**src/rtl/rxcrc_pkg.sv**
```systemverilog
package rxcrc_pkg;

  typedef enum logic {
    CRCW_NARROW = 1'b0,
    CRCW_WIDE   = 1'b1
  } crc_width_e;

  localparam int unsigned BYTE_W = 8;

  localparam int unsigned NARROW_W = 8;
  localparam logic [NARROW_W-1:0] NARROW_POLY_REFL = 8'hC4;
  localparam logic [NARROW_W-1:0] NARROW_INIT      = 8'hFF;
  localparam logic [NARROW_W-1:0] NARROW_RESIDUE   = 8'h66;

  localparam int unsigned WIDE_W = 32;
  localparam logic [WIDE_W-1:0] WIDE_POLY_REFL = 32'hEDB8_8320;
  localparam logic [WIDE_W-1:0] WIDE_INIT      = 32'hFFFF_FFFF;
  localparam logic [WIDE_W-1:0] WIDE_RESIDUE   = 32'hDEBB_20E3;

endpackage

```
**src/rtl/rxcrc_lane.sv**
```systemverilog
module rxcrc_lane
  import rxcrc_pkg::*;
#(
  parameter int unsigned          CRC_W   = 32,
  parameter int unsigned          DATA_W  = BYTE_W,
  parameter logic [CRC_W-1:0]     POLY    = '1,
  parameter logic [CRC_W-1:0]     INIT    = '1,
  parameter logic [CRC_W-1:0]     RESIDUE = '0
) (
  input  logic              clk_i,
  input  logic              rst_ni,
  input  logic              restart_i,
  input  logic              advance_i,
  input  logic [DATA_W-1:0] data_i,
  output logic              match_o
);

  logic [CRC_W-1:0] crc_q;
  logic [CRC_W-1:0] crc_d;
  logic [CRC_W-1:0] base;
  logic [CRC_W-1:0] folded;

  // fold one byte, least-significant bit first, into the reflected register
  always_comb begin
    base   = restart_i ? INIT : crc_q;
    folded = base;
    for (int b = 0; b < int'(DATA_W); b++) begin
      if (folded[0] ^ data_i[b]) begin
        folded = (folded >> 1) ^ POLY;
      end else begin
        folded = folded >> 1;
      end
    end
  end

  always_comb begin
    if (advance_i) begin
      crc_d = folded;
    end else begin
      crc_d = base;
    end
  end

  assign match_o = (crc_d == RESIDUE);

  always_ff @(posedge clk_i or negedge rst_ni) begin
    if (!rst_ni) begin
      crc_q <= INIT;
    end else if (advance_i || restart_i) begin
      crc_q <= crc_d;
    end
  end


  crc_hold_chk: assert property (@(posedge clk_i) disable iff (!rst_ni)
    (!advance_i && !restart_i) |=> $stable(crc_q));


  crc_reload_chk: assert property (@(posedge clk_i) disable iff (!rst_ni)
    (restart_i && !advance_i) |=> (crc_q == INIT));

endmodule

```
**src/rtl/rxcrc_frame_seq.sv**
```systemverilog
module rxcrc_frame_seq
  import rxcrc_pkg::*;
(
  input  logic clk_i,
  input  logic rst_ni,
  input  logic start_i,
  input  logic end_i,
  input  logic valid_i,
  input  logic wide_sel_i,
  input  logic narrow_match_i,
  input  logic wide_match_i,
  output logic restart_o,
  output logic advance_o,
  output logic pass_o,
  output logic fail_o
);

  crc_width_e width_q, width_d, width_eff;
  logic       open_q, open_d;
  logic       pass_q, pass_d;
  logic       fail_q, fail_d;
  logic       in_frame;
  logic       evaluate;
  logic       sel_match;

  assign in_frame  = open_q || start_i;
  assign restart_o = start_i;
  assign advance_o = valid_i && in_frame;
  assign evaluate  = end_i && in_frame;
  assign width_eff = start_i ? crc_width_e'(wide_sel_i) : width_q;

  always_comb begin
    sel_match = (width_eff == CRCW_WIDE) ? wide_match_i : narrow_match_i;
    pass_d    = evaluate && sel_match;
    fail_d    = evaluate && !sel_match;
    width_d   = width_eff;
    if (end_i) begin
      open_d = 1'b0;
    end else if (start_i) begin
      open_d = 1'b1;
    end else begin
      open_d = open_q;
    end
  end

  always_ff @(posedge clk_i or negedge rst_ni) begin
    if (!rst_ni) begin
      open_q  <= 1'b0;
      pass_q  <= 1'b0;
      fail_q  <= 1'b0;
      width_q <= CRCW_NARROW;
    end else begin
      open_q <= open_d;
      pass_q <= pass_d;
      fail_q <= fail_d;
      if (start_i) begin
        width_q <= width_d;
      end
    end
  end

  assign pass_o = pass_q;
  assign fail_o = fail_q;


  flags_excl_chk: assert property (@(posedge clk_i) disable iff (!rst_ni)
    !(pass_q && fail_q));


  flag_cause_chk: assert property (@(posedge clk_i) disable iff (!rst_ni)
    (pass_q || fail_q) |-> $past(end_i));


  width_hold_chk: assert property (@(posedge clk_i) disable iff (!rst_ni)
    (open_q && !start_i) |=> $stable(width_q));


  stray_end_chk: assert property (@(posedge clk_i) disable iff (!rst_ni)
    (!open_q && !start_i && end_i) |=> !(pass_q || fail_q));

endmodule

```
**src/rtl/rxcrc_dual_check.sv**
```systemverilog
module rxcrc_dual_check
  import rxcrc_pkg::*;
(
  input  logic        clk_i,
  input  logic        rst_ni,
  input  logic        frame_start_i,
  input  logic        frame_end_i,
  input  logic        byte_valid_i,
  input  logic [7:0]  byte_i,
  input  logic        wide_sel_i,
  output logic        crc_pass_o,
  output logic        crc_fail_o
);

  logic restart;
  logic advance;
  logic narrow_match;
  logic wide_match;

  rxcrc_frame_seq seq_i (
    .clk_i          (clk_i),
    .rst_ni         (rst_ni),
    .start_i        (frame_start_i),
    .end_i          (frame_end_i),
    .valid_i        (byte_valid_i),
    .wide_sel_i     (wide_sel_i),
    .narrow_match_i (narrow_match),
    .wide_match_i   (wide_match),
    .restart_o      (restart),
    .advance_o      (advance),
    .pass_o         (crc_pass_o),
    .fail_o         (crc_fail_o)
  );


  rxcrc_lane #(
    .CRC_W   (NARROW_W),
    .DATA_W  (BYTE_W),
    .POLY    (NARROW_POLY_REFL),
    .INIT    (NARROW_INIT),
    .RESIDUE (NARROW_RESIDUE)
  ) narrow_lane_i (
    .clk_i     (clk_i),
    .rst_ni    (rst_ni),
    .restart_i (restart),
    .advance_i (advance),
    .data_i    (byte_i),
    .match_o   (narrow_match)
  );


  rxcrc_lane #(
    .CRC_W   (WIDE_W),
    .DATA_W  (BYTE_W),
    .POLY    (WIDE_POLY_REFL),
    .INIT    (WIDE_INIT),
    .RESIDUE (WIDE_RESIDUE)
  ) wide_lane_i (
    .clk_i     (clk_i),
    .rst_ni    (rst_ni),
    .restart_i (restart),
    .advance_i (advance),
    .data_i    (byte_i),
    .match_o   (wide_match)
  );


  reset_quiet_chk: assert property (@(posedge clk_i)
    !rst_ni |=> !(crc_pass_o || crc_fail_o));

endmodule

```
**config.mk**
```make
export PLATFORM = sky130hd
export DESIGN_NAME = rxcrc_dual_check
export DESIGN_NICKNAME = d
export VERILOG_FILES = /design/src/rtl/rxcrc_pkg.sv /design/src/rtl/rxcrc_lane.sv /design/src/rtl/rxcrc_frame_seq.sv /design/src/rtl/rxcrc_dual_check.sv
export SDC_FILE = /design/constraint.sdc
export NUM_CORES = 1
export LEC_CHECK = 0
export CELL_PAD_IN_SITES_DETAIL_PLACEMENT = 1
export CELL_PAD_IN_SITES_GLOBAL_PLACEMENT = 1
export CORE_ASPECT_RATIO = 0.5
export CORE_UTILIZATION = 48
export DETAILED_ROUTE_END_ITERATION = 8
export GPL_ROUTABILITY_DRIVEN = 1
export MAX_ROUTING_LAYER = met4
export PLACE_DENSITY_LB_ADDON = 0.05
export SYNTH_ARGS = -nofsm -noshare
export SYNTH_HDL_FRONTEND = slang
export SYNTH_SLANG_ARGS = --single-unit
export TNS_END_PERCENT = 50
```
**constraint.sdc**
```tcl
create_clock -name clk_i -period 3.7 [get_ports clk_i]
set_input_delay 0.555 -clock clk_i [delete_from_list [all_inputs] [get_ports clk_i]]
set_output_delay 0.555 -clock clk_i [all_outputs]
set_load 0.05 [all_outputs]
```
==> metrics.txt <==
run status completed; mapped cell area 0.00396 mm2; clock transition at the registers of the reported paths 70 ps; Area growth syn-to-layout 16.2%; Overflow after GRT 0; dominant cell type by area after synthesis dfstp_2; end-of-flow core utilization 0.602; storage element area 0.00115 mm2; synth cell count leaders 55 x nor2_1, 47 x xnor2_1, 40 x dfstp_2; Clk pwr share 0.148; htree depth 2; TritonCTS Sinks 44; Filler Cells Inserted 912; Die Area 0.00864 mm2; Avg Cell Area, Syn 9.15 um2; top-area cell type share of the netlist area 0.265; initial antenna violation count 0; Least-Margin Pin Slew 853 ps; GP Congestion 0.954; worst hold path class in2async; cell with the most instances after synthesis nor2_1; minimum clock period 3580 ps; Final ANT Viol Nets 0; final net count 483; I/O Buffers 15; CORE AREA 0.00765 mm2; sequential share of power 0.294; Fin. Hold Viols 0; Synth Net Count 447; RSZ-0062 raised after global routing no; MaxCap Viol Count 0; Synth Instances 433; Synth cell types 65; required time worst endpoint 3890 ps; Post-Route WL 14.0 mm; NetSw 1.36 mW; sw frac 0.415; final period utilization 0.968; I/O pins 16; Max Fclk 279 MHz; multi-input logic area 0.00262 mm2; TritonCTS clock tree yes; Die H 66.2 um; clk_lat worst skew 300 ps; Hold Buf Count CTS 0; share of layout cells above drive strength 1 0.251; ys async rst share 1.00; Final Setup Violations 0; cell row count 22; EDFF count, synth 0; PD cells 711 mW/mm2; initial core utilization 0.518; cts bufs inserted 5; Layout Skew 4.50 ps; Worst setup SP type input port; Logic pwr share 0.558; total negative slack 0 ps; Post-Layout Cell Count 578; Vias/cell 6.21; initial drt markers 346; Pleak 1.82 nW; Syn. warnings 0; vias in the first global route 3755; Placed Cells 570; Worst Setup End Kind flop; Post-synth top flop dfstp_2; Post-CTS Setup Repair Bufs 0; sequential element share of the synthesized area 0.290; TritonRoute pass-1 iters 5; number of synthesized register bits 44; maximum clock path buffer count 2; DRC Markers 0; first-pass GRT wire length 21.5 mm; Die W 130 um; maximum VDD drop 0.000325 V; Root Buffer clkbuf_16; DR WL/cell 24.2 um; Setup CP Type in2reg; Area contributors post-synth dfstp_2 27%, xnor2_1 10%, xnor3_1 7.4%; Antenna Cells 0; pin count of the biggest net entering global routing 38; DR vias 3588; post-CTS sizing 0; worst rel slew slack 0.431; GRT Total Usage 0.358; crit path max fanout 5; arrival time worst endpoint 3780 ps; DP HPWL 10.5 mm; P_int 1.92 mW; Final Max Slew Viols 0
-- power groups by stage --
| stage | sequential (mW) | clock [mW] | combinational (mW) |
|---|---|---|---|
| after floorplan | 0.845 | 0 | 1.31 |
| after global placement | 0.940 | 0 | 1.69 |
| after detailed placement | 0.957 | 0 | 1.79 |
| after CTS | 0.955 | 0.485 | 1.80 |
| after global routing | 0.975 | 0.506 | 1.96 |
| final | 0.962 | 0.485 | 1.83 |
-- sequential cells by signal, summed over array words and instances, names as in the netlist --
signal	flops
narrow_lane_i.crc_q	8
wide_lane_i.crc_q	32
seq_i.width_q	1
seq_i.open_q	1
seq_i.fail_o	1
seq_i.pass_o	1
-- worst max-delay path, cell delays in order --
cell             delay, ps
clkdlybuf4s50_1        650
xnor2_1                170
or3_4                  430
nand2_1                210
xnor3_1                430
o21ai_0                250
nand4_1                260
nor4b_1                390
nand4_1                170
a21oi_1                260
-- stage by stage --
step / hold WS (ps) / total power, mW / instance area (um2) / setup WS (ps)
after floorplan: 259 / 2.16 / 3960 / 729
after global placement: 540 / 2.63 / 4430 / -20.4
after detailed placement: 561 / 2.74 / 4430 / -130
after CTS: 385 / 3.24 / 4580 / 120
after global routing: 408 / 3.44 / 4610 / 2.03
final: 363 / 3.27 / 4610 / 118
-- kinds of logic (layout without fill, tap and decap cells) --
family,after synthesis,in the layout,share of synthesized area
flip-flops,44,44,0.290
AND/OR/NAND/NOR,143,143,0.183
buffers and inverters,44,81,0.0559
XOR/XNOR,87,87,0.273
multiplexers,8,8,0.0215
AO/OA/AOI/OAI,107,107,0.176
-- final cells by class --
class	count	share of cell area
inverters	10	0.00815
repair buffers	63	0.111
clock buffers	7	0.0310
multi-input cells	345	0.569
well taps	108	0.0293
clock inverters	1	0.00163
flip-flops and latches	44	0.250
-- metal layers --
layer | GRT usage | up-vias | share of wire
met5 | - | - | 0
met4 | 0.0704 | 0 | 0.013
met3 | 0.0761 | 17 | 0.072
met2 | 0.590 | 116 | 0.47
met1 | 0.457 | 1847 | 0.45
li1 | - | 1608 | -
-- cells in the final DEF (no fill, tap or decap), types with 3 or more instances in the layout --
cell type / n
a211o_1: 3
a211oi_1: 5
a21oi_1: 27
a31oi_1: 3
and2_1: 6
and3_1: 4
buf_4: 47
clkbuf_16: 5
clkdlybuf4s50_1: 13
dfrtp_1: 4
dfstp_2: 40
inv_1: 8
mux2_2: 3
mux2i_1: 4
nand2_1: 19
nand2b_1: 3
nand4_1: 5
nor2_1: 55
nor3_1: 17
nor3_2: 4
nor4_1: 4
o211ai_1: 6
o21a_1: 8
o21ai_0: 27
o22ai_1: 4
o31a_1: 3
o32ai_1: 4
or3_1: 8
xnor2_1: 45
xnor2_2: 4
xnor3_1: 13
xor2_1: 16
xor3_1: 8
-- worst paths after layout --
path | from | end | slack [ps] | cells after the start
max | byte_i[3] | seq_i.pass_o | 120 | 10
min | rst_ni | seq_i.width_q | 360 | 1
max reg2reg | wide_lane_i.crc_q[1] | seq_i.pass_o | 360 | 9
min reg2reg | wide_lane_i.crc_q[14] | wide_lane_i.crc_q[14] | 570 | 2
max in group asynchronous | rst_ni | wide_lane_i.crc_q[5] | 2530 | 2
min in group clk_i | wide_lane_i.crc_q[14] | wide_lane_i.crc_q[14] | 570 | 2
Note: power is estimated with default switching activity, not from simulation.
